$ cat src/rtl/board_ctrl_regs.sv
module board_ctrl_regs #(
  parameter bit BIG_ENDIAN = 1'b0,
  parameter int AW         = 32,
  parameter int DW         = 32,
  parameter int NCHAR      = 8
) (
  input  logic               clk,
  input  logic               rst_n,
  input  logic               wr_en,
  input  logic               rd_en,
  input  logic [AW-1:0]      addr,
  input  logic [DW-1:0]      wdata,
  output logic [DW-1:0]      rdata,
  input  logic               eeprom_sda,
  output logic               reset_req,
  output logic [7:0]         led_bar,
  output logic               i2c_scl,
  output logic               i2c_sda,
  output logic [8*NCHAR-1:0] disp_chars,
  output logic               disp_changed
);
  localparam int OW = 20;
  localparam logic [OW-1:0] A_SWITCH = 20'h00200;
  localparam logic [OW-1:0] A_STATUS = 20'h00208;
  localparam logic [OW-1:0] A_JUMPER = 20'h00210;
  localparam logic [OW-1:0] A_LED    = 20'h00408;
  localparam logic [OW-1:0] A_HEX    = 20'h00410;
  localparam logic [OW-1:0] A_CHAR0  = 20'h00418;
  localparam logic [OW-1:0] A_CHARN  = A_CHAR0 + OW'(8*(NCHAR-1));
  localparam logic [OW-1:0] A_SOFT   = 20'h00500;
  localparam logic [OW-1:0] A_BRK    = 20'h00508;
  localparam logic [OW-1:0] A_GPOUT  = 20'h00a00;
  localparam logic [OW-1:0] A_GPIN   = 20'h00a08;
  localparam logic [OW-1:0] A_I2CIN  = 20'h00b00;
  localparam logic [OW-1:0] A_I2COE  = 20'h00b08;
  localparam logic [OW-1:0] A_I2COUT = 20'h00b10;
  localparam logic [OW-1:0] A_I2CSEL = 20'h00b18;
  localparam logic [DW-1:0] STATUS_V = BIG_ENDIAN ? DW'(32'h12) : DW'(32'h10);
  localparam logic [DW-1:0] I2CIN_V  = DW'(32'h3);
  localparam int CW = $clog2(NCHAR);

  logic [OW-1:0] off;
  logic [7:0]    led_q, brk_q, gpout_q;
  logic [1:0]    i2coe_q;
  logic          i2csel_q;
  logic [DW-1:0] i2cout_q, rd_mux;
  logic [8*NCHAR-1:0] disp_nx;
  logic [OW-1:0] cdiff;
  logic [CW-1:0] cidx;
  logic          char_hit, hex_hit;

  assign off      = addr[OW-1:0];
  assign cdiff    = off - A_CHAR0;
  assign cidx     = cdiff[CW+2:3];
  assign char_hit = wr_en && off >= A_CHAR0 && off <= A_CHARN && off[2:0] == 3'd0;
  assign hex_hit  = wr_en && off == A_HEX;
  assign led_bar  = led_q;
  assign i2c_scl  = i2cout_q[1];
  assign i2c_sda  = i2cout_q[0];

  function automatic logic [7:0] to_hex(input logic [3:0] n);
    return (n < 4'd10) ? 8'h30 + {4'd0, n} : 8'h37 + {4'd0, n};
  endfunction

  always_comb begin
    disp_nx = disp_chars;
    if (hex_hit)
      for (int i = 0; i < NCHAR; i++)
        disp_nx[8*i +: 8] = to_hex(wdata[DW-4-4*i +: 4]);
    if (char_hit)
      disp_nx[8*cidx +: 8] = wdata[7:0];
  end

  always_comb begin
    case (off)
      A_STATUS: rd_mux = STATUS_V;
      A_LED:    rd_mux = DW'(led_q);
      A_BRK:    rd_mux = DW'(brk_q);
      A_GPOUT:  rd_mux = DW'(gpout_q);
      A_GPIN:   rd_mux = i2csel_q ? i2cout_q : '0;
      A_I2CIN:  rd_mux = {I2CIN_V[DW-1:1], eeprom_sda};
      A_I2COE:  rd_mux = DW'(i2coe_q);
      A_I2COUT: rd_mux = i2cout_q;
      A_I2CSEL: rd_mux = DW'(i2csel_q);
      default:  rd_mux = '0;
    endcase
  end

  always_ff @(posedge clk) begin
    if (!rst_n) begin
      led_q        <= 8'h00;
      brk_q        <= 8'h0a;
      gpout_q      <= 8'h00;
      i2coe_q      <= 2'd0;
      i2cout_q     <= DW'(32'h3);
      i2csel_q     <= 1'b1;
      disp_chars   <= {NCHAR{8'h20}};
      disp_changed <= 1'b0;
      reset_req    <= 1'b0;
      rdata        <= '0;
    end else begin
      disp_chars   <= disp_nx;
      disp_changed <= (hex_hit || char_hit) && (disp_nx != disp_chars);
      reset_req    <= wr_en && off == A_SOFT && wdata == DW'(32'h42);
      if (rd_en) rdata <= rd_mux;
      if (wr_en) begin
        case (off)
          A_LED:    led_q    <= wdata[7:0];
          A_BRK:    brk_q    <= wdata[7:0];
          A_GPOUT:  gpout_q  <= wdata[7:0];
          A_I2COE:  i2coe_q  <= wdata[1:0];
          A_I2COUT: i2cout_q <= wdata;
          A_I2CSEL: i2csel_q <= wdata[0];
          default: ;
        endcase
      end
    end
  end


  soft_reset_cause_chk: assert property (@(posedge clk) disable iff (!rst_n)
    reset_req |-> $past(wr_en && addr[OW-1:0] == A_SOFT && wdata == DW'(32'h42)));


  i2c_line_follow_chk: assert property (@(posedge clk) disable iff (!rst_n)
    (wr_en && off == A_I2COUT) |=> (i2c_scl == $past(wdata[1]) && i2c_sda == $past(wdata[0])));


  disp_change_real_chk: assert property (@(posedge clk) disable iff (!rst_n)
    disp_changed |-> (disp_chars != $past(disp_chars)));


  rdata_hold_chk: assert property (@(posedge clk) disable iff (!rst_n)
    !rd_en |=> $stable(rdata));


  switch_zero_chk: assert property (@(posedge clk) disable iff (!rst_n)
    (rd_en && (off == A_SWITCH || off == A_JUMPER)) |=> rdata == '0);
endmodule

$ cat config.mk
export PLATFORM = sky130hd
export DESIGN_NAME = board_ctrl_regs
export DESIGN_NICKNAME = d
export VERILOG_FILES = /design/src/rtl/board_ctrl_regs.sv
export SDC_FILE = /design/constraint.sdc
export NUM_CORES = 1
export LEC_CHECK = 0
export ABC_AREA = 0
export ABC_CLOCK_PERIOD_IN_PS = 4000
export BUFFER_PORTS_ARGS = -buffer_cell sky130_fd_sc_hd__buf_2
export CAP_MARGIN = 30
export CORE_MARGIN = 3
export CORE_UTILIZATION = 30
export DETAILED_ROUTE_END_ITERATION = 7
export PLACE_DENSITY_LB_ADDON = 0.05
export SLEW_MARGIN = 20
export SYNTH_ARGS = -nofsm -noshare
export SYNTH_HDL_FRONTEND = slang
export SYNTH_SLANG_ARGS = --single-unit
$ cat constraint.sdc
create_clock -name clk -period 4 [get_ports clk]
set_clock_uncertainty 0.15 [all_clocks]
set_input_delay 0 -clock clk [delete_from_list [all_inputs] [get_ports clk]]
set_output_delay 0 -clock clk [all_outputs]
set_load 0.02 [all_outputs]
# Yosys cells after proc, flatten, opt, wreduce, memory -nomap -nowiden
# Index checks and enable logic that the tools add are counted.
[op_classes]
mux = 13
order_cmp = 10
n_eq_ne = 13
n_shift = 2
reduce_logical = 15
n_addsub = 18
[ops]
columns = ["operator", "n"]
rows = [
  ["case mux 32 bit (9 select lines)", 1],
  ["2-to-1 mux 64 bit", 2],
  ["== test 20 x 12 -> 1 bit (second input constant)", 6],
  ["adder 6 x 4 -> 7 bit (first input constant)", 16],
  ["== test 20 x 11 -> 1 bit (second input constant)", 4],
  ["bitwise mux 64 bit", 1],
  ["!= test 64 bit", 1],
  ["variable shift 8 x 34 -> 64 bit (first input constant)", 1],
  ["variable part select 8 x 34 -> 64 bit", 1],
  ["2-to-1 mux 7 bit", 8],
  ["negator 6 -> 34 bit", 1],
  ["== test 32 x 7 -> 1 bit (second input constant)", 1],
  ["< comparator 4 bit (second input constant)", 8],
  ["2-to-1 mux 32 bit", 1],
  ["== test 20 x 10 -> 1 bit (second input constant)", 1],
  ["greater-or-equal comparator 20 x 11 -> 1 bit (second input constant)", 1],
  ["less-or-equal comparator 20 x 11 -> 1 bit (second input constant)", 1],
  ["AND reduction 2 bit", 6],
  ["logical AND 1 bit", 7],
  ["subtractor 6 x 5 -> 6 bit (second input constant)", 1],
  ["zero test 3 bit", 1],
  ["logical OR 1 bit", 1],
]
[word_totals]
out_inout_bits = 108
wordCells = 81
reg_bits = 157
inputBits = 69

# Depth between registers and ports, before layout
[depth]
word_depth = 7
depth_mapped = 15
ltp_nobuf = 13

# Least setup slack after synthesis
# OpenSTA, ideal clock, no wires.
[synth_path]
path_kind = "in2reg"
from = "input port addr[3]"
to = "register disp_changed"
arrival_time_ps = 2721
path_buffers = 1
required_time_ps = 3710
setup_time_ps = 140
path_slack_ps = 989
cell_stages = 14
cell_sequence = "ha_1 -> xnor2_1 -> inv_1 -> ha_1 -> clkbuf_1 -> clkinv_1 -> nor3_1 -> nand2_1 -> xor2_1 -> o211ai_1 -> a221oi_1 -> nand4_1 -> nor4_1 -> a41oi_1"
[synth_between]
elab_chain_cells = 7
elab_cells_between_ends = 17
cone_classes = "add/sub (2); order compare (2); eq/ne (2); shift (2); mux (3); reduce/logical (6)"
[synth_rtl]
columns = ["item", "line", "rtl"]
rows = [
  ["start: declaration", "11", "input logic [AW-1:0] addr,"],
  ["subtractor 6 x 5 -> 6 bit (tied with other cells)", "53", "assign cdiff = off - A_CHAR0;"],
  ["negator 6 -> 34 bit (tied with other cells)", "71", "disp_nx[8*cidx +: 8] = wdata[7:0];"],
  ["variable part select 8 x 34 -> 64 bit (tied with other cells)", "71", ""],
  ["bitwise mux 64 bit or logical AND 1 bit (tied branches)", "71, 55", ""],
  ["2-to-1 mux 64 bit", "70", "if (char_hit)"],
  ["!= test 64 bit", "103", "disp_changed <= (hex_hit || char_hit) && (disp_nx != disp_chars);"],
  ["logical AND 1 bit (*)", "103", ""],
  ["end signal: assignment", "103", ""],
  ["end: declaration", "20", "output logic disp_changed"],
]
# Every way passes the cells marked *; elsewhere a longest branch is shown, timed or not.
# A chain may end at the register's enable or synchronous reset.

# Worst setup path after layout
# Ends and elaborated chain as after synthesis.

==> flow_summary_export.csv <==
group,metric,value,unit
power,p_int,2.60,mW
yosys,synth_ff_type,"dfxtp_1",
floorplanning,initial_core_util,30.5,%
timing,rsz0062_at_grt,"no",
placement,port_buffers,164,
worst_setup_path,required,4150,ps
drt,drt-total-wl,42600,um
worst_setup_path,critPathKind,"in2reg",
power,sw_frac_of_total,30.2,%
outcome,outcome,"complete, no violations",
clock_tree,clock_sinks,157,
timing,worst_pin_slew,951,ps
worst_setup_path,cp.arrival,3830,ps
worst_setup_path,startpoint_type,"input pin",
worst_hold_path,hold_class,"in2reg",
floorplanning,core-area,30700,um2
yosys,avgSynthCellArea,7.31,um2
timing,min_period_over_period,92.0,%
yosys,synth_top_area_share,33.6,%
clock_tree,post_cts_buffers,0,
yosys,synth_nets,1373,
floorplanning,die_w,183,um
clock_tree,cts-root-buf,"clkbuf_16",
floorplanning,fp.dieH,183,um
timing,setup_tns,0,ps
yosys,synthTopCellsByArea,"dfxtp_1 (34%), nand2_1 (8.4%), a21oi_1 (8.0%)",
final_layout,area_growth,26.1,%
grt,antenna_found_initial,1,
power,switchingPower,1.13,mW
yosys,yosys.cell_types.count,72,
grt,grt_max_degree,71,
timing,hold_violations,0,
clock_tree,cts_max_path_buffers,2,
power,combPwrFrac,12.1,%
yosys,yosysSeqAreaShare,33.6,%
power,peakVddDrop,0.293,mV
grt,grt_overflow,0,
timing,slew_headroom,35.9,%
clock_tree,numCtsBuffers,17,
drt,drt_first_pass_iters,5,
placement,dpl_worst_slack,321,ps
yosys,syn_area,9370,um2
yosys,yosys_register_bits,157,
grt,grt_usage,25.3,%
timing,drv_slew,0,
power,power.share.clock,46.1,%
drt,drt-initial-drc-count,813,
timing,clock.fmax,0.272,GHz
placement,routabilityCongestion,0.904,
yosys,synth_cells,1282,
clock_tree,cts_tree,"built",
yosys,synth_most_common_cell,"nand2_1",
power,seqPwrFrac,41.8,%
drt,vias_per_cell,5.60,
final_layout,layout-drive-gt1-share,18.8,%
clock_tree,htree_levels,4,
final_layout,diodes,0,
floorplanning,io_pins,177,
final_layout,final_nets,1561,
run,drv_cap,0,
worst_setup_path,rr_worst_depth,7,
power,power.density,316,nW/um2
clock_tree,clk_pin_slew,80,ps
final_layout,utilization,38.5,%
yosys,synth_edf_count,0,
clock_tree,clock_latency,450,ps
power,p_leak,4.54,nW
grt,grt_pass1_wl,64000,um
drt,detail-route-antenna-nets,0,
timing,finalSetupViolations,0,
yosys,yosysTopAreaCell,"dfxtp_1",
floorplanning,fp-row-count,64,
placement,dp_hpwl,30900,um
worst_setup_path,cp_max_fo,15,
drt,avgRoutedWirePerCell,22.7,um
yosys,ys_async_sr_fraction,0,%
timing,fin_crit,3680,ps
yosys,synthTopCellsByCount,"nand2_1 (209), dfxtp_1 (157), a21oi_1 (150)",
worst_setup_path,worst_setup_path_end_kind,"flop",
worst_hold_path,holdPathStages,7,
yosys,ys_warn_count,0,
floorplanning,dieArea,33400,um2
drt,drc,0,
drt,vias,10516,
timing,setup_slack,321,ps
grt,first_global_vias,10067,
cell families after synthesis:
| group | count (synthesis) | synth area share [%] |
|---|---|---|
| simple gates | 521 | 26.2 |
| buf+inv | 134 | 5.69 |
| fa+ha+maj | 22 | 2.94 |
| compound gates | 399 | 26.6 |
| mux | 7 | 0.788 |
| xor+xnor | 42 | 4.22 |
| flops | 157 | 33.6 |
worst max-delay path, cell delays in order:
cell and delay [ps]:
dlygate4sd3_1 530, buf_2 220, ha_1 270, xnor2_2 250, inv_1 130, ha_1 250
and3b_1 370, buf_4 230, nand2_1 120, xnor2_1 160, a221oi_1 200, o22ai_1 160
a221oi_1 270, nand4_1 180, nor4_1 300, a41oi_1 170
path summary, 6_finish.rpt:
path,startpoint,endpoint,slack [ps]
worst max-delay path,addr[3],disp_changed,320
worst min-delay path,addr[12],disp_chars[40],30
worst max register to register,disp_chars[18],disp_changed,1050
worst min register to register,brk_q[4],brk_q[4],300
layout make-up:
type | count | area, um2
Tap cell | 396 | 495
Clock inverter | 15 | 170
Inverter | 38 | 145
Timing Repair Buffer | 265 | 1720
Multi-Input combinational cell | 991 | 5710
Sequential cell | 157 | 3140
Fill cell | 3317 | 18900
Clock buffer | 17 | 425
registers in the layout, summed over array words and instances (netlist names):
| signal | count |
|---|---|
| led_bar | 8 |
| reset_req | 1 |
| disp_changed | 1 |
| i2csel_q | 1 |
| i2cout_q | 32 |
| rdata | 32 |
| i2coe_q | 2 |
| gpout_q | 8 |
| brk_q | 8 |
| disp_chars | 64 |
power by group through the flow:
stage               Clock (mW)  Sequential [mW]  Combinational (mW)
finish                    1.72             1.56               0.452
global route              1.82             1.56               0.485
CTS                       1.77             1.56               0.444
detailed placement           0             1.60               0.413
global placement             0             1.60               0.410
floorplan                    0             1.60               0.217
layer usage:
| metal | up-vias | track usage, % | share of wire [%] |
|---|---|---|---|
| met5 | - | 0 | 0.030 |
| met4 | 2 | 8.01 | 2.7 |
| met3 | 55 | 5.62 | 7.6 |
| met2 | 448 | 38.9 | 44 |
| met1 | 5014 | 35.2 | 46 |
| li1 | 4997 | - | - |
cell usage in the layout (no fill, tap or decap), types with 5 or more instances in the layout:
| master | count |
|---|---|
| a31oi_1 | 22 |
| dlygate4sd3_1 | 41 |
| a21oi_1 | 150 |
| nor4_1 | 15 |
| xor2_1 | 19 |
| nand3_1 | 43 |
| inv_1 | 35 |
| ha_1 | 22 |
| nor2_1 | 119 |
| o21a_1 | 7 |
| nor2b_1 | 13 |
| nor3_1 | 37 |
| nand2_1 | 209 |
| o2111ai_1 | 5 |
| a222oi_1 | 7 |
| clkbuf_16 | 17 |
| o31ai_1 | 5 |
| a211oi_1 | 21 |
| o211ai_1 | 37 |
| buf_2 | 165 |
| o22ai_1 | 14 |
| a22oi_1 | 28 |
| inv_6 | 5 |
| o21ai_0 | 61 |
| xnor2_1 | 20 |
| and2_1 | 10 |
| inv_8 | 5 |
| nand4_1 | 15 |
| or3_1 | 7 |
| a221oi_1 | 12 |
| nand2b_1 | 5 |
| a21o_1 | 5 |
| buf_4 | 56 |
| and3_1 | 12 |
| dfxtp_1 | 157 |
| nor3b_1 | 8 |
what timing repair did:
action | in CTS | in global routing
gates resized for setup | 0 | 1
hold buffers | 41 | 0
setup endpoints to repair | 0 | 1
endpoints found under the hold margin | 93 | 0
stage by stage:
step                hold WS [ps]  power (mW)  std cells  instance area, um2
floorplan                  -14.0        1.82       1282                9370
global placement             130        2.01       1803               10800
detailed placement           140        2.01       1805               10800
CTS                         5.13        3.77       1878               11800
global route                43.4        3.87       1879               11800
finish                      26.8        3.73       1879               11800
No activity file was read; power rests on OpenSTA's default activity.
